==> src/rtl/pt_walker.sv <==
module pt_walker #(
  parameter int PPN_W = 44,
  localparam int PA_W = PPN_W + 12
) (
  input  logic            clk,
  input  logic            rst_n,
  input  logic            req_valid,
  input  logic [47:0]     req_vaddr,
  input  logic [PA_W-1:0] req_root,
  input  logic [1:0]      req_level,
  input  logic [1:0]      req_acc,
  input  logic            req_umode,
  input  logic            req_mxr,
  input  logic            req_sum,
  input  logic            req_ad_en,
  output logic            busy,
  output logic            mem_req,
  output logic            mem_we,
  output logic [PA_W-1:0] mem_addr,
  output logic [63:0]     mem_wdata,
  input  logic            mem_ack,
  input  logic            mem_err,
  input  logic [63:0]     mem_rdata,
  output logic            done,
  output logic [PA_W-1:0] res_paddr,
  output logic [1:0]      res_level,
  output logic            res_global,
  output logic [2:0]      res_fault
);
  typedef enum logic [1:0] {IDLE, RD, WR} st_t;
  st_t st;

  logic [47:0]      va;
  logic [1:0]       acc, lvl;
  logic             umode, mxr, sum, ad_en, glob;
  logic [PA_W-1:0]  base;
  logic [63:0]      pte_new;

  logic [8:0]       idx;
  logic [PPN_W-1:0] ppn, mask, vpn;
  logic             v, r, w, x, u, g, a, d, is_ptr, perm_ok, need_upd;
  logic             fin, descend, go_wr;
  logic [2:0]       fcode;

  assign idx      = va[12 + 9*lvl +: 9];
  assign mem_addr = base + PA_W'({idx, 3'b000});
  assign mem_req  = st != IDLE;
  assign mem_we   = st == WR;
  assign mem_wdata = pte_new;
  assign busy     = st != IDLE;
  assign res_level  = lvl;
  assign res_global = glob;

  assign {d, a, g, u, x, w, r, v} = mem_rdata[7:0];
  assign ppn    = mem_rdata[10 +: PPN_W];
  assign mask   = (PPN_W'(1) << (9*lvl)) - PPN_W'(1);
  assign vpn    = PPN_W'(va[47:12]);
  assign is_ptr = !r && !w && !x;
  assign perm_ok = (acc[1] ? x : acc[0] ? w : (r | (mxr & x))) &&
                   (umode ? u : (!u || (!acc[1] && sum)));
  assign need_upd = !a || (acc == 2'd1 && !d);

  always_comb begin
    fin = 1'b0; fcode = 3'd0; descend = 1'b0; go_wr = 1'b0;
    if (st == RD && mem_ack) begin
      if (mem_err)                   begin fin = 1'b1; fcode = 3'd1; end
      else if (!v || (w && !r))      begin fin = 1'b1; fcode = 3'd2; end
      else if (is_ptr) begin
        if (lvl == 2'd0)             begin fin = 1'b1; fcode = 3'd2; end
        else descend = 1'b1;
      end
      else if (!perm_ok)             begin fin = 1'b1; fcode = 3'd3; end
      else if ((ppn & mask) != '0)   begin fin = 1'b1; fcode = 3'd4; end
      else if (need_upd) begin
        if (!ad_en)                  begin fin = 1'b1; fcode = 3'd5; end
        else go_wr = 1'b1;
      end
      else fin = 1'b1;
    end else if (st == WR && mem_ack) begin
      fin = 1'b1;
      fcode = mem_err ? 3'd1 : 3'd0;
    end
  end

  always_ff @(posedge clk) begin
    if (!rst_n) begin
      st <= IDLE; done <= 1'b0; res_fault <= 3'd0; res_paddr <= '0;
      va <= '0; acc <= '0; lvl <= '0; umode <= 1'b0; mxr <= 1'b0;
      sum <= 1'b0; ad_en <= 1'b0; glob <= 1'b0; base <= '0; pte_new <= '0;
    end else begin
      done <= fin;
      if (fin) begin
        res_fault <= fcode;
        st <= IDLE;
      end
      case (st)
        IDLE: if (req_valid) begin
          va <= req_vaddr; acc <= req_acc; umode <= req_umode;
          mxr <= req_mxr; sum <= req_sum; ad_en <= req_ad_en;
          base <= req_root; lvl <= req_level; glob <= 1'b0;
          st <= RD;
        end
        RD: if (mem_ack && !mem_err) begin
          glob <= glob | g;
          res_paddr <= {ppn | (vpn & mask), va[11:0]};
          if (descend) begin
            base <= {ppn, 12'b0};
            lvl  <= lvl - 2'd1;
          end
          if (go_wr) begin
            pte_new <= mem_rdata | 64'h40 | ((acc == 2'd1) ? 64'h80 : 64'h0);
            st <= WR;
          end
        end
        default: ;
      endcase
    end
  end
endmodule

==> config.mk <==
export PLATFORM = sky130hd
export DESIGN_NAME = pt_walker
export DESIGN_NICKNAME = d
export VERILOG_FILES = /design/src/rtl/pt_walker.sv
export SDC_FILE = /design/constraint.sdc
export NUM_CORES = 1
export LEC_CHECK = 0
export BUFFER_PORTS_ARGS = -buffer_cell sky130_fd_sc_hd__buf_2
export CAP_MARGIN = 0
export CORE_MARGIN = 3
export CORE_UTILIZATION = 51
export DETAILED_ROUTE_END_ITERATION = 8
export PLACE_DENSITY = 0.8
export RECOVER_POWER = 50
export SYNTH_ARGS = -nofsm -noshare
export SYNTH_HDL_FRONTEND = slang
export SYNTH_SLANG_ARGS = --single-unit
==> constraint.sdc <==
create_clock -name clk -period 4.8 [get_ports clk]
set_input_delay 1.2 -clock clk [delete_from_list [all_inputs] [get_ports clk]]
set_output_delay 1.2 -clock clk [all_outputs]
set_load 0.02 [all_outputs]
Yosys cells after proc, flatten, opt, wreduce, memory -nomap -nowiden
Cells that the tools add are included.
{"block": "totals", "out_inout_bits": 186, "regBits": 239, "wordCells": 119}
{"block": "classes", "n_mul": 1, "shifts": 2, "bitwise": 7, "add_sub_neg": 4, "n_mux": 54, "n_eq_ne": 6, "n_reduce_logical": 31}
{"op": "56-bit 2-to-1 mux", "count": 3}
{"op": "56-bit one-hot mux with 2 select lines", "count": 1}
{"op": "64-bit by 8-bit bitwise OR with 64-bit output", "count": 1}
{"op": "56-bit by 12-bit adder with 56-bit output", "count": 1}
{"op": "48-bit by 8-bit indexed part select with 9-bit output", "count": 1}
{"op": "36-bit by 44-bit AND with 44-bit output", "count": 1}
{"op": "44-bit AND", "count": 1}
{"op": "44-bit bitwise OR", "count": 1}
{"op": "44-bit nonzero test", "count": 1}
{"op": "1-bit by 6-bit << shifter with 44-bit output, first input constant", "count": 1}
{"op": "44-bit by 2-bit subtractor with 44-bit output, second input constant", "count": 1}
{"op": "1-bit 2-to-1 mux", "count": 30}
{"op": "3-bit 2-to-1 mux", "count": 8}
{"op": "2-bit 2-to-1 mux", "count": 8}
{"op": "1-bit logical AND", "count": 9}
{"op": "1-bit logical NOT", "count": 9}
{"op": "8-bit 2-to-1 mux", "count": 1}
{"op": "2-bit one-hot mux with 2 select lines", "count": 2}
{"op": "4-bit by 6-bit adder with 7-bit output, first input constant", "count": 1}
{"op": "4-bit by 2-bit multiplier with 6-bit output, first input constant", "count": 1}
{"op": "3-bit AND reduction", "count": 2}
{"op": "2-bit by 1-bit equality test with 1-bit output, second input constant", "count": 2}
{"op": "2-bit logical NOT", "count": 2}
{"op": "2-bit != test, second input constant", "count": 2}
{"op": "other kinds (10)", "count": 15}

Logic depth before layout (Yosys ltp)
Gate-level depths: netlist of the first run.
{"block": "depth", "word_depth": 15, "mapped_depth": 15, "ltp_nobuf": 10}

Worst setup path before layout of the first run
Ideal clock, no wire load.
{"block": "synth_timing", "kind": "register -> output", "startpoint": "register lvl[0], in the netlist res_level[0]", "endpoint": "output port mem_addr[41]", "setup_slack_ns": -0.039, "stages_incl_launch_ff": 11, "arrival_time_ns": 3.639, "path_cell_list": "dfxtp_1 -> clkbuf_1 -> mux4_2 -> ha_1 -> nor2b_1 -> o21ai_1 -> a21o_1 -> a211o_1 -> buf_2 -> a2111oi_1 -> xor2_1"}
{"block": "synth_between", "elab_chain_cells": 4}
{"element": "from (decl)", "line": "34", "source": "logic [1:0] acc, lvl;"}
{"element": "from (signal assigned)", "line": "108", "source": "lvl <= lvl - 2'd1;"}
{"element": "4-bit by 2-bit multiplier with 6-bit output", "line": "45", "source": "assign idx = va[12 + 9*lvl +: 9];"}
{"element": "4-bit by 6-bit adder with 7-bit output", "line": "45"}
{"element": "48-bit by 8-bit indexed part select with 9-bit output", "line": "45"}
{"element": "56-bit by 12-bit adder with 56-bit output", "line": "46", "source": "assign mem_addr = base + PA_W'({idx, 3'b000});"}
{"element": "to (decl)", "line": "19", "source": "output logic [PA_W-1:0] mem_addr,"}
Every way passes these cells.

Worst setup path after layout of the first run
{"block": "layout_timing", "startpoint": "register lvl[0], in the netlist res_level[0]", "endpoint": "output port mem_addr[25]"}
Same word-level chain as after synthesis.

==> impl_metrics.toml, run 1 <==
[routing]
dr.pass1.iters = 5
routed_wl_um = 40410
vias = 11570
postRouteAntennaNets = 0
routed_via_density = 5.827
drc_errors = 0
wl_per_cell_um = 20.36
drt_iter0_drc = 1115

[global_routing]
grt-ovfl-total = 0
grt_pass1_vias = 10960
antenna_found_initial = 7
grt_start_max_net_pins = 91
track_usage = 0.3135
grt_pass1_wl_um = 60400

[yosys]
synthTopCellsByCount = "nand2_1, dfxtp_1, a21oi_1, nor2_1, clkbuf_1"
avgSynthCellArea_um2 = 8.092
synth_most_common_cell = "nand2_1"
seq_area_frac_synth = 0.4281
ys_ff_latch = 239
syn-num-nets = 1579
synth_area_leader_cell = "dfxtp_1"
syn_inst = 1381
synthFlopType = "dfxtp_1"
ys_async_sr_fraction = 0
synth_edf_count = 0
synth_top_area_frac = 0.4281
yosysUniqueCellTypes = 56
synth_warnings = 0
yosys-top-cells-area = "dfxtp_1, nand2_1, a21oi_1"
netlist_area_um2 = 11180

[sta]
slew_viol_final = 172
final-setup-viol-count = 0
setup_slack_ns = 0.02834
post-route-period-util = 0.9941
relSlewSlack = -0.2877
finClkSkew_ns = 0.008787
rsz0062_at_grt = "yes"
fmax_mhz = 209.6
final.min_clock_period_ns = 4.772
tightest_slew_ns = 1.932
holdWs_ns = 0.4527
final_hold_viol_count = 0

[placement]
place.gp.congestion = 0.9754
place_ws_ns = 0.1716
dp_hpwl_um = 28740
placed_cell_area_um2 = 13000
port_buffers = 366

[die]
core_area_um2 = 21290
fp.dieW_um = 154.0
dieHeight_um = 154.0
pin_count = 367
dieArea_um2 = 23730
start_util = 0.5250
num_rows = 53

[power_and_ir_drop]
vdd_drop_max_uv = 291.6
p_comb_frac = 0.144
leakage_nw = 5.559
p_int_w = 0.003647
seqPwrFrac = 0.429
swShare = 0.2741
power.share.clock = 0.427
switchingPower_w = 0.001377
p_per_area_nw_per_um2 = 358.6

[critical_path]
path_cells = "mux4_2 > ha_4 > inv_2 > fa_2 > nor2b_1 > o21ai_1 > a21o_2 > a211o_4 > a211oi_2 > xor2_1 > buf_2"
worstPathArrival_ns = 3.57
worstPathMaxFanout = 8
critPathKind = "reg2out"
cpLargestDelayFamily = "compound AO/OA/AOI/OAI gates"
end_kind = "output port"
critPathSlowestCell = "a211o_4"
required_ns = 3.60
startpoint_type = "register"
crit_buf_inv = 2
slowest_delay_ns = 0.48

[finish]
fin_nets = 1885
stdcell_area_um2 = 14010
fill_cells = 1879
drive_gt1_frac = 0.1992
final_util = 0.6583
area_delta_synth_final_pct = 25.38

[clock_tree]
cts_tree = "built"
clkTransAtPathRegs_ns = 0.07
clockRootBuffer = "clkbuf_16"
max-clock-path-buffers = 3
h-tree-depth = 1
cts_buffers = 26
cts_hold_buf = 0
insertion_delay_ns = 0.52
cts_sinks = 239

[outcome]
violations = "max-capacitance violations, max-slew violations"
status = "finished, violations left"

[run]
drv_cap = 2

[min_path]
hp-class = "reg2reg"
## timing repair
item                                    in CTS  in global routing
pin swaps                                    0                 12
buffers inserted                             0                  1
endpoints found under the setup margin      42                 21
gates cloned                                 0                  1
resized for setup                           25                 21
## worst paths after layout
kind | cells after the start | startpoint | slack (ns) | to
worst min register to register | 2 | va[1]$_SDFFE_PN0P_ | 0.45 | res_paddr[1]$_SDFFE_PN0P_
worst max-delay path | 11 | res_level[0]$_SDFFE_PN0P_ | 0.03 | mem_addr[25]
worst min-delay path | 2 | va[1]$_SDFFE_PN0P_ | 0.45 | res_paddr[1]$_SDFFE_PN0P_
worst max register to register | 9 | st[0]$_SDFF_PN0_ | 0.80 | res_level[1]$_SDFFE_PN0P_
## cells in the final DEF (no fill, tap or decap), types with 4 or more instances in the layout
cell / count
a31oi_1: 4
or4_1: 5
nand2_1: 392
clkbuf_16: 27
xor2_1: 22
a2111oi_4: 7
buf_4: 17
mux4_2: 9
buf_2: 228
o21a_1: 4
a21o_1: 5
ha_1: 12
dfxtp_1: 238
nand3_1: 30
clkbuf_8: 9
o21ai_0: 13
clkbuf_1: 135
o21ai_1: 6
ha_4: 4
nor2b_1: 7
and3_1: 17
nor2_1: 89
nor3_1: 23
and4_1: 5
xnor2_1: 30
clkinv_2: 4
mux2i_1: 61
nand4_1: 16
a21oi_1: 131
a211oi_1: 33
and2_1: 5
inv_1: 14
a311oi_1: 45
## tightest hold or removal path: stages (launching register included)
cell     delay [ns]
dfxtp_1        0.31
nand2_1        0.05
a21oi_1        0.05
## metrics by stage
step / power [W] / std cells / setup TNS [ns]
after floorplan: 0.002596 / 1381 / 0
after global placement: 0.002882 / 1932 / 0
after detailed placement: 0.002896 / 1932 / 0
after CTS: 0.005028 / 1980 / 0
after global routing: 0.005199 / 1985 / -0.08033
final: 0.005025 / 1985 / 0
## kinds of logic (layout without fill, tap and decap cells)
group / after synthesis / after routing / synth area share
xor gates and xnor gates: 52 / 52 / 0.04075
AOI/OAI and AO/OA: 270 / 271 / 0.1544
other: 0 / 3 / 0
adders and majority gates: 17 / 17 / 0.01970
muxes: 70 / 70 / 0.07277
buffers and inverters: 123 / 448 / 0.05318
DFF: 239 / 239 / 0.4281
and+or+nand+nor: 610 / 610 / 0.2311
## per-layer routing
metal  vias to the layer above  part of all wire  GRT usage
met4                         4             0.043     0.1316
li1                       5386                 -          -
met2                       621              0.46     0.4946
met5                         -           0.00035          0
met1                      5430              0.41     0.4258
met3                       126             0.090    0.05432
## sequential cells by signal (all words and copies together), names as in the netlist, 2 cells and up
| signal | cells |
|---|---|
| acc | 2 |
| base | 56 |
| mem_wdata | 64 |
| res_fault | 3 |
| res_level | 2 |
| res_paddr | 56 |
| st | 2 |
| va | 48 |
## power by group through the flow
stage	Combinational, W	Sequential, W	Clock [W]
finish	0.000724	0.00216	0.00214
global route	0.000782	0.00217	0.00225
CTS	0.000707	0.00215	0.00217
detailed placement	0.000701	0.00220	0
global placement	0.000690	0.00219	0
floorplan	0.000412	0.00218	0
## layout make-up
class	instances	area, µm²	share of cell area
Antenna cell	3	7.507	0.0005358
Inverter	17	66.31	0.004733
Multi-Input combinational cell	1020	6051	0.4318
Clock inverter	10	133.9	0.009554
Clock buffer	38	807.0	0.05759
Sequential cell	239	4788	0.3417
Tap cell	275	344.1	0.02456
Timing Repair Buffer	383	1814	0.1295
Note: power is estimated with default switching activity, not from simulation.
==> run 2, diff against run 1 <==
--- a/config.mk
+++ b/config.mk
@@ -7,10 +7,11 @@
 export LEC_CHECK = 0
 export BUFFER_PORTS_ARGS = -buffer_cell sky130_fd_sc_hd__buf_2
 export CAP_MARGIN = 0
+export CORE_ASPECT_RATIO = 0.8
 export CORE_MARGIN = 3
-export CORE_UTILIZATION = 51
+export CORE_UTILIZATION = 40
 export DETAILED_ROUTE_END_ITERATION = 8
-export PLACE_DENSITY = 0.8
+export PLACE_DENSITY = 0.66
 export RECOVER_POWER = 50
 export SYNTH_ARGS = -nofsm -noshare
 export SYNTH_HDL_FRONTEND = slang
==> constraint.sdc (replaced) <==
create_clock -name clk -period 5.58 [get_ports clk]
set_input_delay 1.395 -clock clk [delete_from_list [all_inputs] [get_ports clk]]
set_output_delay 1.395 -clock clk [all_outputs]
set_load 0.02 [all_outputs]
==> impl_metrics.toml, run 2 (synthesized netlist as in run 1, its figures left out) <==
[critical_path]
worstReg2RegStart = "res_level[0]$_SDFFE_PN0P_"
worstPathMaxFanout = 16
path_cells = "buf_4 > mux4_2 > ha_1 > a21o_1 > a21o_1 > nand2_1 > nor2_2 > o211ai_1 > xnor2_1 > buf_2"
crit_top_cell = "a21o_1"
required_ns = 4.18
slowest_delay_ns = 0.51
startpoint_type = "register"
worstPathArrival_ns = 3.93
critPathSlowestCell = "mux4_2"
end_kind = "output port"
critPathLaunch = "res_level[0]$_SDFFE_PN0P_"
r2r_cells = 12
critPathKind = "reg2out"

[routing]
drt_iter0_drc = 846
postRouteAntennaNets = 0
dr.pass1.iters = 5
vias = 11310
routed_wl_um = 43440
drc_errors = 0
routed_via_density = 5.474
wl_per_cell_um = 21.03

[finish]
final_cell_mix = "nand2_1, dfxtp_1, buf_2"
final_util = 0.5038
layout_commonest_cell = "nand2_1"
multi_input_comb_area_um2 = 5841
fill_cells = 2841
fin_nets = 1881
drive_gt1_frac = 0.1871
largest_reg_flops = 64
register_area_um2 = 4787
area_delta_synth_final_pct = 23.35

[die]
dieArea_um2 = 29990
core_area_um2 = 27360
dieHeight_um = 155.5
start_util = 0.4084
pin_count = 367
fp.dieW_um = 192.9
num_rows = 54

[power_and_ir_drop]
vdd_drop_max_uv = 190.9
p_per_area_nw_per_um2 = 305.9
leakage_nw = 5.511

[global_routing]
track_usage = 0.2732
grt_pass1_vias = 10520
grt_pass1_wl_um = 63690
grt_start_max_net_pins = 139
antenna_found_initial = 12
grt-ovfl-total = 0

[min_path]
min_path_cells = 2
hp-class = "reg2reg"
hp-start = "va[7]$_SDFFE_PN0P_"

[clock_tree]
cts_tree = "built"
clkTransAtPathRegs_ns = 0.06
cts_sinks = 239
cts_hold_buf = 0
cts_buffers = 26
max-clock-path-buffers = 3
clockRootBuffer = "clkbuf_16"
insertion_delay_ns = 0.53
h-tree-depth = 1
cts_setup_buffers = 0
post_cts_resized = 2

[sta]
holdWs_ns = 0.4530
finClkSkew_ns = 0.009180
slew_viol_final = 139
post-route-period-util = 0.9537
fmax_mhz = 187.9
tightest_slew_ns = 2.362
setup_slack_ns = 0.2581
final_hold_viol_count = 0
tns_ns = 0
relSlewSlack = -0.5749
final-setup-viol-count = 0
final.min_clock_period_ns = 5.322
rsz0062_at_grt = "no"

[run]
drv_cap = 1

[placement]
port_buffers = 366
place_ws_ns = 0.5017
dp_hpwl_um = 32090
place.gp.congestion = 0.9055

[outcome]
status = "finished, violations left"
violations = "max-capacitance violations, max-slew violations"
run 2: cell count changes in the layout (fill, tap and decap cells not counted), moves of 2 or more:
cell,previous run,this run
buf_2,228,237
a2111oi_4,7,0
clkbuf_8,9,5
ha_1,12,16
ha_4,4,0
a2111oi_0,0,3
clkbuf_2,3,0
a2111oi_1,0,2
a2111oi_2,0,2
a21oi_1,131,133
a21oi_2,2,0
buf_4,17,15
dfxtp_2,0,2
run 2: power by group:
part / internal (W) / switching [W] / total, W
Sequential: 0.00178 / 0.0000830 / 0.00186
Clock: 0.00104 / 0.000703 / 0.00174
Combinational: 0.000211 / 0.000401 / 0.000612
run 2: worst paths after layout:
check	to	slack, ns
worst max-delay path	mem_addr[19]	0.26
worst min register to register	va[7]$_SDFFE_PN0P_	0.45
worst min-delay path	va[7]$_SDFFE_PN0P_	0.45
worst max register to register	mem_wdata[61]$_SDFFE_PN0P_	1.43
run 2: stage by stage:
step,cell area (µm²),std cells,power (W)
detailed placement,13070,2019,0.002508
CTS,13930,2064,0.004246
global placement,13070,2019,0.002501
global route,13790,2066,0.004387
floorplan,11180,1381,0.002233
finish,13790,2066,0.004216
run 2: routing by layer:
layer | part of all wire | vias to the layer above | global-route usage
met5 | 0.0016 | - | 0
li1 | - | 5377 | -
met3 | 0.096 | 95 | 0.07074
met1 | 0.45 | 5316 | 0.3941
met2 | 0.42 | 507 | 0.4034
met4 | 0.031 | 14 | 0.07698
run 2: worst max-delay path: cells and delay by family (launching register included):
family	cells	cell delay, ns
AND/OR/NAND/NOR	2	0.89
multiplexers	1	0.51
AO/OA/AOI/OAI	3	0.50
flip-flops	1	0.48
buffers and inverters	2	0.42
adder cells (fa/ha/maj)	1	0.38
XOR/XNOR	1	0.21
run 2: cell type report:
| class | count | share of cell area |
|---|---|---|
| clock inverters | 6 | 0.005809 |
| repair buffers | 380 | 0.1291 |
| diodes | 2 | 0.0003630 |
| flip-flops and latches | 239 | 0.3473 |
| multi-input cells | 1019 | 0.4237 |
| clock buffers | 39 | 0.05591 |
| well taps | 364 | 0.03304 |
| inverters | 17 | 0.004901 |
==> run 3, diff against run 2 <==
--- a/config.mk
+++ b/config.mk
@@ -12,7 +12,7 @@
 export CORE_UTILIZATION = 40
 export DETAILED_ROUTE_END_ITERATION = 8
 export PLACE_DENSITY = 0.66
-export RECOVER_POWER = 50
+export RECOVER_POWER = 100
 export SYNTH_ARGS = -nofsm -noshare
 export SYNTH_HDL_FRONTEND = slang
 export SYNTH_SLANG_ARGS = --single-unit
==> impl_metrics.toml, run 3 (synthesized netlist as in run 1, its figures left out) <==
[routing]
dr.pass1.iters = 7
maxUsedRoutingLayer = "met5"
routed_via_density = 5.479
drc_errors = 0
drt-met1-wl_um = 19360
drt_iter0_drc = 796
dr_wl_met3_um = 4413
routed_wl_um = 43410
dr_wl_met2_um = 18210
postRouteAntennaNets = 0
vias = 11320
wl_per_cell_um = 21.01

[placement]
port_buffers = 366
dp.cells = 2019
dp_hpwl_um = 32090
place.gp.congestion = 0.9055

[critical_path]
critPathSlowestCell = "or3_1"
critPathKind = "reg2out"
slowest_delay_ns = 0.68
worstPathMaxFanout = 17
regToRegEndpoint = "mem_wdata[61]$_SDFFE_PN0P_"
startpoint_type = "register"
path_cells = "mux4_2 > ha_1 > a21o_1 > a21oi_1 > a31oi_1 > or3_1 > nand4_1 > xnor2_1 > clkbuf_1"
ff2ff_setup_slack_ns = 0.83
end_kind = "output port"
worstPathArrival_ns = 3.95
worstReg2RegStart = "st[0]$_SDFF_PN0_"
required_ns = 4.18
r2r_cells = 6

[clock_tree]
cts_tree = "built"
cts_buffers = 26
max-clock-path-buffers = 3
cts_sinks = 239
clkTransAtPathRegs_ns = 0.06
h-tree-depth = 1
cts_setup_buffers = 0
clockRootBuffer = "clkbuf_16"
insertion_delay_ns = 0.53

[finish]
final_cell_mix = "nand2_1, dfxtp_1, buf_2"
fin_nets = 1881
area_delta_synth_final_pct = 22.58
fin_cells = 2066
largest_reg_flops = 64
drive_gt1_frac = 0.1594
fill_cells = 2865
layout_commonest_cell = "nand2_1"

[sta]
relSlewSlack = -0.5703
rsz0062_at_grt = "no"
post-route-period-util = 0.9587
tightest_slew_ns = 2.355
holdWs_ns = 0.4530
final.min_clock_period_ns = 5.350
final_hold_viol_count = 0
finClkSkew_ns = 0.01144
final-setup-viol-count = 0
fmax_mhz = 186.9
tns_ns = 0
slew_viol_final = 173

[global_routing]
grt_pass1_wl_um = 63690
grt_start_max_net_pins = 139
grt_pass1_vias = 10520
track_usage = 0.2732
grt-ovfl-total = 0
antenna_found_initial = 12

[die]
fp.dieW_um = 192.9
start_util = 0.4084
core_area_um2 = 27360
num_rows = 54
dieArea_um2 = 29990
pin_count = 367
dieHeight_um = 155.5

[power_and_ir_drop]
vdd_drop_max_uv = 190.4
p_per_area_nw_per_um2 = 307.3
finalPower_w = 0.004210
leakage_nw = 5.337

[run]
drv_cap = 2

[outcome]
violations = "max-capacitance violations, max-slew violations"
status = "finished, violations left"

[min_path]
hp-start = "va[7]$_SDFFE_PN0P_"
hp-class = "reg2reg"
hold-path-endpoint = "va[7]$_SDFFE_PN0P_"
min_path_cells = 2
==> run 3: layout make-up <==
| class | count | area [µm²] | area share |
|---|---|---|---|
| Timing Repair Buffer | 380 | 1710 | 0.1249 |
| Antenna cell | 2 | 5.005 | 0.0003653 |
| Tap cell | 364 | 455.4 | 0.03325 |
| Inverter | 17 | 67.56 | 0.004932 |
| Sequential cell | 239 | 4787 | 0.3494 |
| Clock buffer | 39 | 770.7 | 0.05626 |
| Clock inverter | 6 | 80.08 | 0.005845 |
| Multi-Input combinational cell | 1019 | 5823 | 0.4251 |
==> run 3: layer usage <==
layer  vias to the layer above  track usage
li1                       5381            -
met1                      5324       0.3941
met2                       506       0.4034
met3                        94      0.07074
met4                        14      0.07698
met5                         -            0
==> run 3: stage by stage <==
stage,util,setup slack [ns],instance area (µm²)
global placement,0.4777,0.6075,13070
CTS,0.5089,0.007301,13930
global route,0.5006,0.03772,13700
floorplan,-,0.5458,11180
detailed placement,0.4777,0.5017,13070
finish,0.5006,0.2302,13700
==> run 3: worst max-delay path by stage <==
| stage | from | endpoint |
|---|---|---|
| global route | res_level[0]$_SDFFE_PN0P_ | mem_addr[37] |
| CTS | res_level[1]$_SDFFE_PN0P_ | mem_addr[37] |
| finish | res_level[0]$_SDFFE_PN0P_ | mem_addr[48] |
| floorplan | res_level[0]$_SDFFE_PN0P_ | mem_addr[41] |
| detailed placement | res_level[1]$_SDFFE_PN0P_ | mem_addr[53] |
| global placement | res_level[0]$_SDFFE_PN0P_ | mem_addr[53] |
==> run 3: power breakdown <==
group | switching (W) | leakage (nW) | internal, W
logic | 0.000400 | 2.97 | 0.000202
clock network | 0.000708 | 0.421 | 0.00104
registers | 0.0000827 | 1.95 | 0.00178
==> run 3: timing repair <==
| item | CTS | global route |
|---|---|---|
| gates resized for setup | 2 | 7 |
| hold endpoints to repair | 0 | 0 |
| hold buffers | 0 | 0 |
| setup endpoints to repair | 2 | 19 |
| pin swaps | 0 | 0 |
==> run 3: critical path: cells and delay by family, from the launching register on <==
kind	cells	cell delay, ns
adder cells (fa/ha/maj)	1	0.35
flip-flops	1	0.48
XOR/XNOR	1	0.19
multiplexers	1	0.55
AND/OR/NAND/NOR	2	0.95
AO/OA/AOI/OAI	3	0.64
buffers and inverters	1	0.26
